--- config.mk ---
export PLATFORM = sky130hd
export DESIGN_NAME = ecc_fault_capture
export DESIGN_NICKNAME = d
export VERILOG_FILES = /design/src/rtl/ecc_cap_pkg.sv /design/src/rtl/ecc_cap_cfg.sv /design/src/rtl/ecc_cap_status.sv /design/src/rtl/ecc_cap_store.sv /design/src/rtl/ecc_fault_capture.sv
export SDC_FILE = /design/constraint.sdc
export NUM_CORES = 1
export LEC_CHECK = 0
export BUFFER_PORTS_ARGS = -buffer_cell sky130_fd_sc_hd__buf_2
export CELL_PAD_IN_SITES_DETAIL_PLACEMENT = 1
export CELL_PAD_IN_SITES_GLOBAL_PLACEMENT = 2
export CORE_AREA = 2 2 141 143
export DETAILED_ROUTE_END_ITERATION = 10
export DIE_AREA = 0 0 143 145
export PLACE_DENSITY_LB_ADDON = 0.1
export SKIP_CTS_REPAIR_TIMING = 1
export SLEW_MARGIN = 25
export SYNTH_ARGS = -nofsm -noshare
export SYNTH_HDL_FRONTEND = slang
export SYNTH_SLANG_ARGS = --single-unit
--- constraint.sdc ---
create_clock -name clk -period 4.52 [get_ports clk]
set_input_delay 0.904 -clock clk [delete_from_list [all_inputs] [get_ports clk]]
set_output_delay 0.904 -clock clk [all_outputs]
set_load 0.01 [all_outputs]
--- src/rtl/ecc_cap_pkg.sv ---
package ecc_cap_pkg;
  localparam int unsigned NSRC      = 2;
  localparam int unsigned SRC_FLASH = 0;
  localparam int unsigned SRC_RAM   = 1;
  localparam logic [7:0]  OFS_CFG   = 8'h00;
  localparam logic [7:0]  OFS_STAT  = 8'h01;
  // Record window base per source index (index 0 flash, index 1 RAM)
  localparam logic [7:0]  REC_BASE [NSRC] = '{8'h20, 8'h10};
endpackage

--- src/rtl/ecc_cap_cfg.sv ---
module ecc_cap_cfg
  import ecc_cap_pkg::*;
(
  input  logic            clk,
  input  logic            rst_n,
  input  logic            wr_en,
  input  logic [NSRC-1:0] wr_bits,
  output logic [NSRC-1:0] en_q
);
  always_ff @(posedge clk or negedge rst_n) begin
    if (!rst_n)     en_q <= '0;
    else if (wr_en) en_q <= wr_bits;
  end
endmodule

--- src/rtl/ecc_cap_status.sv ---
module ecc_cap_status
  import ecc_cap_pkg::*;
(
  input  logic            clk,
  input  logic            rst_n,
  input  logic [NSRC-1:0] hit,
  input  logic [NSRC-1:0] clr,
  input  logic [NSRC-1:0] en,
  output logic [NSRC-1:0] take,
  output logic [NSRC-1:0] stat_q,
  output logic            irq
);
  // RAM outranks flash when both are enabled in the same cycle
  always_comb begin
    take = '0;
    if (hit[SRC_RAM])        take[SRC_RAM]   = 1'b1;
    else if (hit[SRC_FLASH]) take[SRC_FLASH] = 1'b1;
  end

  always_ff @(posedge clk or negedge rst_n) begin
    if (!rst_n)     stat_q <= '0;
    else if (|take) stat_q <= take;
    else            stat_q <= stat_q & ~clr;
  end

  assign irq = |(en & stat_q);
endmodule

--- src/rtl/ecc_cap_store.sv ---
module ecc_cap_store #(
  parameter int unsigned REC_W = 76
) (
  input  logic             clk,
  input  logic             rst_n,
  input  logic             cap,
  input  logic [REC_W-1:0] rec_in,
  output logic [REC_W-1:0] rec_q
);
  always_ff @(posedge clk or negedge rst_n) begin
    if (!rst_n)   rec_q <= '0;
    else if (cap) rec_q <= rec_in;
  end
endmodule

--- src/rtl/ecc_fault_capture.sv ---
module ecc_fault_capture
  import ecc_cap_pkg::*;
#(
  parameter int unsigned ADDR_W = 32,
  parameter int unsigned DATA_W = 32,
  parameter int unsigned ATTR_W = 8,
  parameter int unsigned MID_W  = 4
) (
  input  logic              clk,
  input  logic              rst_n,
  input  logic              bus_sel,
  input  logic              bus_wr,
  input  logic [7:0]        bus_addr,
  input  logic [7:0]        bus_wdata,
  output logic [7:0]        bus_rdata,
  input  logic              ram_err_valid,
  input  logic [ADDR_W-1:0] ram_err_addr,
  input  logic [DATA_W-1:0] ram_err_data,
  input  logic [ATTR_W-1:0] ram_err_attr,
  input  logic [MID_W-1:0]  ram_err_master,
  input  logic              flash_err_valid,
  input  logic [ADDR_W-1:0] flash_err_addr,
  input  logic [DATA_W-1:0] flash_err_data,
  input  logic [ATTR_W-1:0] flash_err_attr,
  input  logic [MID_W-1:0]  flash_err_master,
  output logic              irq
);
  localparam int unsigned REC_W     = ADDR_W + DATA_W + ATTR_W + MID_W;
  localparam int unsigned REC_BYTES = (REC_W + 7) / 8;
  localparam int unsigned PAD_W     = REC_BYTES * 8;
  typedef logic [PAD_W-1:0] pad_t;

  logic [NSRC-1:0]  en_q, stat_q, take, hit, clr, valid;
  logic [REC_W-1:0] rec_in [NSRC];
  logic [REC_W-1:0] rec_q  [NSRC];
  pad_t             rec_pad [NSRC];
  logic             cfg_wr, stat_wr;
  logic [5:0]       wdata_unused;

  assign cfg_wr       = bus_sel && bus_wr && (bus_addr == OFS_CFG);
  assign stat_wr      = bus_sel && bus_wr && (bus_addr == OFS_STAT);
  assign clr          = stat_wr ? bus_wdata[NSRC-1:0] : '0;
  assign wdata_unused = bus_wdata[7:2];

  assign valid[SRC_RAM]    = ram_err_valid;
  assign valid[SRC_FLASH]  = flash_err_valid;
  assign rec_in[SRC_RAM]   = {ram_err_master, ram_err_attr, ram_err_data, ram_err_addr};
  assign rec_in[SRC_FLASH] = {flash_err_master, flash_err_attr, flash_err_data, flash_err_addr};
  assign hit = valid & en_q;

  ecc_cap_cfg u_cfg (
    .clk(clk), .rst_n(rst_n), .wr_en(cfg_wr),
    .wr_bits(bus_wdata[NSRC-1:0]), .en_q(en_q)
  );

  ecc_cap_status u_status (
    .clk(clk), .rst_n(rst_n), .hit(hit), .clr(clr), .en(en_q),
    .take(take), .stat_q(stat_q), .irq(irq)
  );

  for (genvar s = 0; s < NSRC; s++) begin : g_src
    ecc_cap_store #(.REC_W(REC_W)) u_store (
      .clk(clk), .rst_n(rst_n), .cap(take[s]),
      .rec_in(rec_in[s]), .rec_q(rec_q[s])
    );
    assign rec_pad[s] = pad_t'(rec_q[s]);
  end

  always_comb begin
    logic [7:0] off;
    bus_rdata = '0;
    off       = '0;
    if (bus_sel) begin
      if (bus_addr == OFS_CFG)       bus_rdata = {6'b0, en_q};
      else if (bus_addr == OFS_STAT) bus_rdata = {6'b0, stat_q};
      else begin
        for (int s = 0; s < NSRC; s++) begin
          off = bus_addr - REC_BASE[s];
          if (bus_addr >= REC_BASE[s] && off < 8'(REC_BYTES))
            bus_rdata = rec_pad[s][{off, 3'b000} +: 8];
        end
      end
    end
  end
endmodule

=== After elaboration in Yosys (flattened, before gate mapping) ===
Index checks and enable logic that the tools add are counted.

* Register bits after elaboration: 156
* Latch bits: 0
* RAM bits: 0
* ROM bits: 0
* Input port bits: 174
* Word-level logic and storage cells: 35
* Memories kept: 0

* Add/sub/neg operators: 2
* $mul: 0
* Divide/modulo/power cells: 0
* Magnitude comparators: 4
* Equal/unequal tests: 1
* Shift-type cells: 2
* Muxes and demuxes: 10
* Bitwise logic cells: 4
* Reductions and logical operators: 8

{| class="wikitable"
|+ Operator list
! cell !! count
|-
| $shiftx 80x12->8 || 2
|-
| $mux 8 || 5
|-
| $lt 8x4->1 const B || 2
|-
| $eq 8x1->1 const B || 1
|-
| $ge 8x5->1 const B || 1
|-
| $ge 8x6->1 const B || 1
|-
| $logic_not 8->1 || 1
|-
| $sub 8x5->8 const B || 1
|-
| $sub 8x6->8 const B || 1
|-
| $and 2x2->2 || 3
|-
| $logic_and 1x1->1 || 5
|-
| $mux 2 || 2
|-
| $reduce_or 2->1 || 2
|-
| $mux 1 || 3
|-
| $not 2->2 || 1
|}

=== Depth between registers and ports, before layout ===
Gate-level depths: netlist (run 1).

* Depth after elaboration: 8
* Gate-level depth with buffers: 8

=== Cells and area by module ===
From an unflattened synthesis (run 1), not the netlist that was laid out.

* Cell total of the unflattened synthesis: 514
* Area, all modules: 7827.5 um^2

{| class="wikitable"
|+ By module, submodules not included
! module !! times used !! cells each !! area each (um^2) !! seq. area each (um^2)
|-
| ecc_cap_store || 2 || 160 || 2975.4 || 1901.8
|-
| ecc_fault_capture || 1 || 180 || 1702.9 || 0.0
|-
| ecc_cap_status || 1 || 10 || 101.3 || 50.0
|-
| ecc_cap_cfg || 1 || 4 || 72.6 || 50.0
|}

=== Worst setup path after synthesis (run 1) ===
OpenSTA, ideal clock, no wires.

* Kind: input to output
* Start point: input port bus_addr[5]
* End point: output port bus_rdata[4]
* Data arrival time: 2.553 ns
* Required time: 3.616 ns
* Path slack: 1.063 ns
* Stages on the path: 8
* Cell sequence: clkbuf_1 > inv_1 > ha_1 > a21boi_0 > xnor2_1 > nor4b_2 > nand2_1 > o2bb2ai_1

* Cells in the longest elaborated chain, start to end: 8
* Elaborated cells between the ends (all ways): 17
* Those cells by class: 2 x add/sub; 4 x order compare; 1 x eq/ne; 2 x shift; 5 x mux; 3 x reduce/logical

{| class="wikitable"
|+ Ends and longest elaborated chain
! item !! RTL line !! text
|-
| start: declaration || ecc_fault_capture.sv:13 || <nowiki>input logic [7:0] bus_addr,</nowiki>
|-
| parallel branches: the longest is 6 deep, another holds $sub 8x6->8 || -- ||
|-
| $mux 8 * || ecc_fault_capture.sv:74 || <nowiki>if (bus_addr == OFS_CFG) bus_rdata = {6'b0, en_q};</nowiki>
|-
| $mux 8 * || ecc_fault_capture.sv:73 || <nowiki>if (bus_sel) begin</nowiki>
|-
| end: declaration || ecc_fault_capture.sv:15 || <nowiki>output logic [7:0] bus_rdata,</nowiki>
|}

Every way passes the cells marked *.

=== Worst setup path in the final report (run 1) ===
* Start point: input port bus_addr[5]
* End point: output port bus_rdata[0]

Same word-level chain as after synthesis.

==> impl_metrics.csv, run 1 <==
group,metric,value,unit
finish,drive_gt1_frac,0.607,
global_route,grt_overflow,0,
power,clkPwrFrac,0.391,
yosys,syn_avg_cell_area,15.0,sq um
sta,tightestPinTransition,0.826,ns
clock_tree,root_buffer,"clkbuf_16",
yosys,yosys_warnings,0,
die,dieArea,0.0207,sq mm
sta,fin_crit_sh,0.859,
yosys,yosys-top-cells-count,"dfrtp_1 (156), mux2_2 (154), mux4_2 (31)",
sta,max_freq,257,MHz
yosys,synth_top_cell_area_share,0.528,
yosys,yosys_most_used_dff,"dfrtp_1",
detailed_routing,finalWirelength,19100,um
status,status,"completed",
clock_tree,clock-sinks,156,
sta,fin_crit,3.88,ns
sta,slew_viol_final,0,
detailed_routing,vias,4843,
hold_path,hold_class,"in2async",
die,die_w,143,um
power,p_per_area,416,mW/mm^2
finish,multi_input_area,0.00333,sq mm
yosys,async_flop_share,1.00,
detailed_routing,routedWlPerCell,20.0,um
sta,hold_ws,0.499,ns
finish,syn_to_final_growth,24.6,%
critical_path,path_max_fanout,12,
sta,rsz0062_at_grt,"false",
finish,layout.nets,851,
finish,final_core_util,0.479,
detailed_routing,drtAntennaViolNets,0,
run,cap_violations,0,
die,die_y,145,um
power,internal_power,2.83,mW
global_route,grt_pass1_wl,30200,um
global_route,antenna_found_initial,5,
critical_path,cp-end-kind,"output pin",
detailed_routing,drc_errors,0,
power,p_sw_frac,0.262,
detailed_routing,drt-initial-drc-count,185,
critical_path,start_kind,"input pin",
sta,finalSetupViolations,0,
power,power.share.sequential,0.458,
detailed_routing,avgViaCountPerCell,5.09,
clock_tree,htree_levels,4,
critical_path,worstReg2RegStart,"u_cfg.en_q[1]",
clock_tree,cts_inserted_buffers,17,
yosys,synthDistinctLibCells,43,
sta,fin_tns_setup,0,ns
power,ir_drop,230,uV
yosys,synthTopCellsByArea,"dfrtp_1 (53%), mux2_2 (23%), mux4_2 (9.5%)",
power,p_leak,4.52,nW
clock_tree,clkSlewWorstSetupHoldPaths,0.07,ns
critical_path,startpoint,"bus_addr[5]",
placed_design,place_hpwl,14000,um
global_route,first_global_vias,5529,
yosys,synth_edf_count,0,
placed_design,routabilityCongestion,0.826,
die,core_area,0.0192,sq mm
critical_path,required,3.62,ns
critical_path,cp_data_arrival_time,2.98,ns
yosys,syn_inst,492,
finish,fill_cells,1986,
sta,finalClockSkew,0.0107,ns
yosys,ys_seq_elements,156,
power,p_sw,1.00,mW
placed_design,port_buffers,176,
yosys,syn_nets,672,
yosys,synth_top_cell_by_area,"dfrtp_1",
finish,final-seq-area,0.00390,sq mm
clock_tree,cts_tree,"done",
sta,hold_viol_final,0,
clock_tree,worstSkewPairLatency,0.43,ns
detailed_routing,drtPass1Iterations,4,
critical_path,crit_type,"in2out",
die,rows,51,
power,combinationalPowerShare,0.152,
yosys,synth_most_common_cell,"dfrtp_1",
die,initial_core_util,0.385,
global_route,grt_usage,0.194,
yosys,synth_area,0.00739,sq mm
global_route,grt_max_degree,80,
clock_tree,clockBufferDepth,2,
die,ios,183,
yosys,synth_seq_area_share,0.528,
sta,relSlewSlack,0.442,
==> critical path, cell delays in order <==
cell,delay (ns)
buf_2,0.18
inv_1,0.16
ha_1,0.23
nor4b_1,0.69
o311ai_0,0.20
a32oi_1,0.34
o21ai_1,0.12
buf_2,0.15
==> flip-flops by register name, indices dropped and copies added, names as in the netlist <==
| register | cells |
|---|---|
| u_status.stat_q | 2 |
| u_cfg.en_q | 2 |
| g_src.u_store.rec_q | 152 |
==> power by group through the flow <==
stage | combinational (mW) | sequential (mW) | clock (mW)
2_1_floorplan | 0.394 | 1.73 | 0
3_3_place_gp | 0.566 | 1.76 | 0
3_5_place_dp | 0.592 | 1.78 | 0
4_1_cts | 0.594 | 1.76 | 1.53
5_1_grt | 0.637 | 1.79 | 1.60
6_report | 0.581 | 1.75 | 1.50
==> placed cells by master (no fill, tap or decap), drive strengths merged, types with 3 or more instances in the layout <==
cell type,n
mux2i,22
mux4,31
a32oi,3
buf,190
nor4b,3
nand2,16
mux2,154
inv,14
o22ai,7
and3,4
nand3,3
nor2,6
ha,6
xnor2,3
clkbuf,18
o21ai,10
dfrtp,156
a31oi,6
o2bb2ai,4
==> cell families (layout without fill, tap and decap cells) <==
family / after synthesis / in the layout / share of synthesized area
compound gates: 43 / 43 / 0.0407
xor+xnor: 3 / 3 / 0.00356
fa+ha+maj: 6 / 6 / 0.0102
buf+inv: 35 / 227 / 0.0247
flops: 156 / 156 / 0.528
mux: 207 / 207 / 0.359
other cells: 0 / 2 / 0
simple gates: 42 / 42 / 0.0334
==> layer usage <==
| layer | global-route usage | vias up | share of wire |
|---|---|---|---|
| met3 | 0.0558 | 23 | 0.063 |
| li1 | - | 2215 | - |
| met2 | 0.321 | 136 | 0.50 |
| met1 | 0.247 | 2467 | 0.42 |
| met5 | 0 | - | 0.00037 |
| met4 | 0.0574 | 2 | 0.015 |
==> metrics by stage <==
step | setup WS (ns) | power, mW | cell area [sq um] | instances
6_report | 0.636 | 3.83 | 9200 | 951
5_1_grt | 0.468 | 4.02 | 9200 | 951
4_1_cts | 0.644 | 3.88 | 9160 | 948
3_5_place_dp | 0.649 | 2.37 | 8560 | 916
3_3_place_gp | 0.629 | 2.33 | 8560 | 916
2_1_floorplan | 1.06 | 2.13 | 7390 | 492
==> final timing paths <==
check / end / depth (start not counted) / slack [ns]
worst max-delay path: bus_rdata[0] / 8 / 0.64
worst min register to register: g_src[1].u_store.rec_q[18] / 1 / 0.50
worst min-delay path: g_src[0].u_store.rec_q[73] / 1 / 0.50
min in group clk: g_src[1].u_store.rec_q[18] / 1 / 0.50
worst max register to register: g_src[0].u_store.rec_q[39] / 4 / 2.67
max in group asynchronous: g_src[0].u_store.rec_q[34] / 2 / 2.95
==> area by class of cell <==
cell class,instances,area share
sequential,156,0.424
antenna,2,0.000544
tap,265,0.0360
timing repair buffer,190,0.110
multi-input combinational,301,0.362
clock buffer,18,0.0466
inverter,5,0.00204
clock inverter,14,0.0190
(Power assumes the default switching activity.)
==> inputs of run 2 (changes only) <==
--- a/config.mk
+++ b/config.mk
@@ -8,9 +8,9 @@
 export BUFFER_PORTS_ARGS = -buffer_cell sky130_fd_sc_hd__buf_2
 export CELL_PAD_IN_SITES_DETAIL_PLACEMENT = 1
 export CELL_PAD_IN_SITES_GLOBAL_PLACEMENT = 2
-export CORE_AREA = 2 2 141 143
+export CORE_AREA = 2 2 149 151
 export DETAILED_ROUTE_END_ITERATION = 10
-export DIE_AREA = 0 0 143 145
+export DIE_AREA = 0 0 151 153
 export PLACE_DENSITY_LB_ADDON = 0.1
 export SKIP_CTS_REPAIR_TIMING = 1
 export SLEW_MARGIN = 25
==> run 2 against run 1 <==
Effect of this change:
- count of clock-buffer cells in the layout grew 3
- global-route usage decreased by 2.0 points
- setup slack lost 0.0018 ns
- sequential share of layout area fell by 0.092 points
- register-to-register slack gained 0.03 ns
- flip-flop and latch count unchanged
- core utilization shrank 5.0 points
- non-clock buffer count fell by 4
- cell count up 1.3%
- via count decreased by 1.3%
- worst hold slack better by 0.0026 ns
- clock skew fell by 0.0050 ns
- critical path type unchanged
==> impl_metrics.csv, run 2 (synthesized netlist as in run 1, its figures left out) <==
group,metric,value,unit
clock_tree,root_buffer,"clkbuf_16",
detailed_routing,avgViaCountPerCell,4.96,
detailed_routing,drc_errors,0,
sta,finalSetupViolations,0,
clock_tree,clockBufferDepth,2,
placed_design,port_buffers,176,
finish,postLayoutCellArea,0.00922,sq mm
power,combinationalPowerShare,0.151,
power,p_sw,0.915,mW
critical_path,endpoint,"bus_rdata[5]",
die,die_y,153,um
global_route,grt_usage,0.175,
die,core_area,0.0215,sq mm
clock_tree,clock-sinks,156,
finish,top_register,"g_src.u_store.rec_q",
power,p_leak,4.51,nW
sta,relSlewSlack,0.440,
sta,rsz0062_at_grt,"false",
power,p_per_area,417,mW/mm^2
detailed_routing,routedWlPerCell,19.9,um
power,p_sw_frac,0.238,
detailed_routing,finalWirelength,19200,um
critical_path,cp_slowest_stage_delay,0.44,ns
die,initial_core_util,0.344,
sta,finalClockSkew,0.00569,ns
critical_path,cp_common_cell,"buf_2",
detailed_routing,drt-initial-drc-count,156,
finish,layout.nets,847,
die,rows,54,
finish,drive_gt1_frac,0.601,
hold_path,hold_class,"reg2reg",
clock_tree,cts_inserted_buffers,17,
finish,syn_to_final_growth,24.9,%
critical_path,reg2reg_to,"g_src[0].u_store.rec_q[13]",
placed_design,place_area,0.00859,sq mm
detailed_routing,drtAntennaViolNets,0,
critical_path,cp.depth,9,
placed_design,routabilityCongestion,0.819,
clock_tree,htree_levels,4,
critical_path,path_max_fanout,12,
global_route,antenna_found_initial,5,
clock_tree,clkSlewWorstSetupHoldPaths,0.06,ns
global_route,grt_pass1_wl,30400,um
sta,hold_viol_final,0,
critical_path,crit_family,"simple AND/OR/NAND/NOR gates",
finish,final_common_cell,"buf_2",
sta,tightestPinTransition,0.841,ns
die,ios,183,
critical_path,crit_type,"in2out",
placed_design,place_hpwl,14200,um
finish,top_regs,"g_src.u_store.rec_q x152, u_cfg.en_q x2, u_status.stat_q x2",
power,ir_drop,208,uV
critical_path,start_kind,"input pin",
clock_tree,worstSkewPairLatency,0.42,ns
finish,fill_cells,2255,
critical_path,required,3.62,ns
sta,fin_crit_sh,0.860,
power,power.share.sequential,0.456,
status,status,"completed",
critical_path,rr_worst_depth,3,
critical_path,cp_data_arrival_time,2.98,ns
sta,fin_crit,3.89,ns
global_route,grt_max_degree,88,
finish,largest_register_ffs,152,
critical_path,r2r_slack,2.70,ns
critical_path,crit_buf_inv,3,
finish,multi_input_area,0.00333,sq mm
run,cap_violations,0,
sta,max_freq,257,MHz
die,dieArea,0.0231,sq mm
critical_path,cp-end-kind,"output pin",
clock_tree,cts_tree,"done",
die,die_w,151,um
power,internal_power,2.93,mW
global_route,first_global_vias,5430,
finish,final_cell_mix,"buf_2 (175), dfrtp_1 (156), mux2_2 (154)",
critical_path,startpoint,"bus_addr[5]",
critical_path,critPathSlowestCell,"nor4b_2",
sta,slew_viol_final,0,
sta,fin_tns_setup,0,ns
detailed_routing,drtPass1Iterations,4,
critical_path,path_cells,"buf_2 -> inv_1 -> ha_1 -> a21boi_0 -> xnor2_1 -> nor4b_2 -> nand2_1 -> o2bb2ai_1 -> buf_2",
power,clkPwrFrac,0.393,
global_route,grt_overflow,0,
critical_path,worstReg2RegStart,"u_cfg.en_q[1]",
finish,final-seq-area,0.00390,sq mm
detailed_routing,vias,4778,
-- run 2: layout make-up --
type                            instances  area share
Antenna cell                            4     0.00109
Tap cell                              280      0.0380
Inverter                                5     0.00203
Timing Repair Buffer                  186       0.108
Clock buffer                           21      0.0488
Clock inverter                         10      0.0176
Sequential cell                       156       0.423
Multi-Input combinational cell        301       0.361
-- run 2: per-layer routing --
metal	GRT usage	wire, um	vias up
met5	0	27	-
met4	0.0401	173	4
met3	0.0501	998	16
met2	0.286	9570	105
met1	0.229	8430	2446
li1	-	-	2207
-- run 2: worst min path at each step --
| stage | cells after the start | end | slack (ns) | startpoint |
|---|---|---|---|---|
| floorplan | 1 | g_src[1].u_store.rec_q[54] | 0.47 | g_src[1].u_store.rec_q[54] |
| global placement | 1 | g_src[1].u_store.rec_q[32] | 0.48 | g_src[1].u_store.rec_q[32] |
| detailed placement | 1 | g_src[1].u_store.rec_q[51] | 0.49 | g_src[1].u_store.rec_q[51] |
| CTS | 1 | g_src[1].u_store.rec_q[51] | 0.50 | g_src[1].u_store.rec_q[51] |
| global route | 1 | g_src[0].u_store.rec_q[29] | 0.51 | g_src[0].u_store.rec_q[29] |
| finish | 1 | g_src[0].u_store.rec_q[44] | 0.50 | g_src[0].u_store.rec_q[44] |
-- run 2: power by group through the flow --
stage / registers, mW / logic, mW / clock network (mW)
after global routing: 1.79 / 0.639 / 1.62
after detailed placement: 1.78 / 0.593 / 0
after CTS: 1.76 / 0.595 / 1.55
after global placement: 1.76 / 0.574 / 0
final: 1.75 / 0.580 / 1.51
after floorplan: 1.73 / 0.394 / 0
-- run 2: through the flow --
step / total power, mW / hold slack (ns) / std cells / setup slack, ns / utilization
6_report: 3.84 / 0.502 / 963 / 0.634 / 0.429
5_1_grt: 4.04 / 0.513 / 959 / 0.436 / 0.429
4_1_cts: 3.90 / 0.502 / 959 / 0.618 / 0.428
3_5_place_dp: 2.37 / 0.488 / 928 / 0.640 / 0.400
3_3_place_gp: 2.34 / 0.483 / 928 / 0.652 / 0.400
2_1_floorplan: 2.13 / 0.474 / 492 / 1.06 / -
==> inputs of run 3 (changes only) <==
--- a/config.mk
+++ b/config.mk
@@ -9,9 +9,11 @@
 export CELL_PAD_IN_SITES_DETAIL_PLACEMENT = 1
 export CELL_PAD_IN_SITES_GLOBAL_PLACEMENT = 2
 export CORE_AREA = 2 2 149 151
+export CTS_BUF_LIST = sky130_fd_sc_hd__clkbuf_8
 export DETAILED_ROUTE_END_ITERATION = 10
 export DIE_AREA = 0 0 151 153
 export PLACE_DENSITY_LB_ADDON = 0.1
+export REMOVE_ABC_BUFFERS = 1
 export SKIP_CTS_REPAIR_TIMING = 1
 export SLEW_MARGIN = 25
 export SYNTH_ARGS = -nofsm -noshare
==> run 3 against run 2 <==
Effect of this change:
- die area is the same
- cell area down 2.1%
- maximum frequency is 0.71% lower
- sequential power about the same
- highest routed layer is now met4
==> impl_metrics.csv, run 3 (synthesized netlist as in run 1, its figures left out) <==
group,metric,value,unit
status,status,"completed",
power,p_per_area,381,mW/mm^2
finish,drive_gt1_frac,0.603,
sta,relSlewSlack,0.328,
critical_path,cp_slowest_stage_delay,0.48,ns
die,ios,183,
critical_path,cp_data_arrival_time,3.01,ns
sta,fin_tns_setup,0,ns
power,finalPower,3.44,mW
placed_design,dp_worst_setup_slack,0.625,ns
global_route,grt_pass1_wl,30100,um
die,die_y,153,um
critical_path,cp-end-kind,"output pin",
global_route,grt_max_degree,97,
finish,top_register,"g_src.u_store.rec_q",
detailed_routing,drtPass1Iterations,4,
critical_path,required,3.62,ns
placed_design,port_buffers,176,
clock_tree,worstSkewPairLatency,0.45,ns
power,p_leak,4.42,nW
finish,final_cell_mix,"buf_2 (174), dfrtp_1 (156), mux2_2 (154)",
global_route,grt_usage,0.172,
finish,postLayoutCellArea,0.00903,sq mm
finish,largest_register_ffs,152,
critical_path,cp_common_cell,"buf_2",
critical_path,path_cells,"buf_2 -> inv_1 -> ha_1 -> a21boi_0 -> xnor2_1 -> nor4b_2 -> nand2_1 -> o2bb2ai_1 -> buf_2",
clock_tree,clock-sinks,156,
die,initial_core_util,0.344,
critical_path,path_max_fanout,12,
clock_tree,clockBufferDepth,2,
critical_path,critPathSlowestCell,"nor4b_2",
sta,hold_viol_final,0,
sta,max_freq,256,MHz
sta,tightestPinTransition,1.01,ns
finish,fill_cells,2281,
finish,top_regs,"g_src.u_store.rec_q x152, u_cfg.en_q x2, u_status.stat_q x2",
clock_tree,root_buffer,"clkbuf_8",
sta,rsz0062_at_grt,"false",
global_route,first_global_vias,5515,
sta,finalSetupViolations,0,
sta,finalClockSkew,0.0110,ns
critical_path,start_kind,"input pin",
die,dieArea,0.0231,sq mm
clock_tree,clkSlewWorstSetupHoldPaths,0.10,ns
critical_path,crit_type,"in2out",
detailed_routing,routedWlPerCell,19.8,um
die,rows,54,
placed_design,routabilityCongestion,0.742,
placed_design,place_area,0.00857,sq mm
sta,fin_crit,3.91,ns
die,die_w,151,um
detailed_routing,drtAntennaViolNets,0,
placed_design,place_hpwl,13800,um
run,cap_violations,0,
clock_tree,htree_levels,4,
detailed_routing,avgViaCountPerCell,4.97,
clock_tree,cts_tree,"done",
detailed_routing,drt-initial-drc-count,144,
hold_path,hold_class,"in2async",
detailed_routing,vias,4774,
critical_path,crit_family,"simple AND/OR/NAND/NOR gates",
finish,layout.nets,847,
detailed_routing,drc_errors,0,
sta,fin_crit_sh,0.866,
clock_tree,cts_inserted_buffers,17,
detailed_routing,finalWirelength,19100,um
finish,final_common_cell,"buf_2",
power,ir_drop,190,uV
critical_path,crit_buf_inv,3,
die,core_area,0.0215,sq mm
global_route,antenna_found_initial,2,
sta,worst_slack,0.606,ns
sta,slew_viol_final,0,
finish,syn_to_final_growth,22.2,%
global_route,grt_overflow,0,
[run 3: cell count changes in the layout (fill, tap and decap cells not counted), sizes merged]
cell and delta:
inv +3, clkinv -2, clkinvlp +4, bufinv -1
clkbuf -3, diode -3
[run 3: path summary, 6_finish.rpt]
kind	start	to	slack [ns]	depth (start not counted)
setup / recovery	bus_addr[5]	bus_rdata[5]	0.61	9
hold / removal	rst_n	g_src[0].u_store.rec_q[38]	0.36	1
setup reg to reg	u_cfg.en_q[1]	g_src[0].u_store.rec_q[12]	2.46	3
hold reg to reg	g_src[1].u_store.rec_q[22]	g_src[1].u_store.rec_q[22]	0.51	1
max in group asynchronous	rst_n	g_src[0].u_store.rec_q[12]	3.04	3
min in group clk	g_src[1].u_store.rec_q[22]	g_src[1].u_store.rec_q[22]	0.51	1
[run 3: final cells by class]
cell class | count | area (sq um) | area share
clock inverters | 14 | 169 | 0.0187
multi-input cells | 301 | 3330 | 0.369
well taps | 280 | 350 | 0.0388
inverters | 5 | 18.8 | 0.00208
clock buffers | 18 | 248 | 0.0274
repair buffers | 186 | 1010 | 0.112
diodes | 1 | 2.50 | 0.000277
flip-flops and latches | 156 | 3900 | 0.432
[run 3: worst register-to-register path, stage by stage, from the launching register on]
cell and delay, ns:
dfrtp_1 0.51, a21oi_4 0.19, buf_4 0.74, mux2_2 0.51
[run 3: layer usage]
layer,part of all wire,global-route usage,up-vias
met5,0,0,-
met4,0.012,0.0436,0
met3,0.067,0.0567,18
met2,0.49,0.281,117
met1,0.43,0.222,2439
li1,-,-,2200
[run 3: stage by stage]
stage          hold WS (ns)  std cells  utilization
6_report              0.365        961        0.420
5_1_grt               0.353        961        0.420
4_1_cts               0.511        959        0.418
3_5_place_dp          0.489        927        0.399
3_3_place_gp          0.484        927        0.399
2_1_floorplan         0.474        462            -
[run 3: power breakdown]
part           total [mW]  internal, mW  switching, mW
Clock                1.11         0.562          0.552
Combinational       0.570         0.355          0.215
Sequential           1.75          1.63          0.120
Total                3.44          2.55          0.887
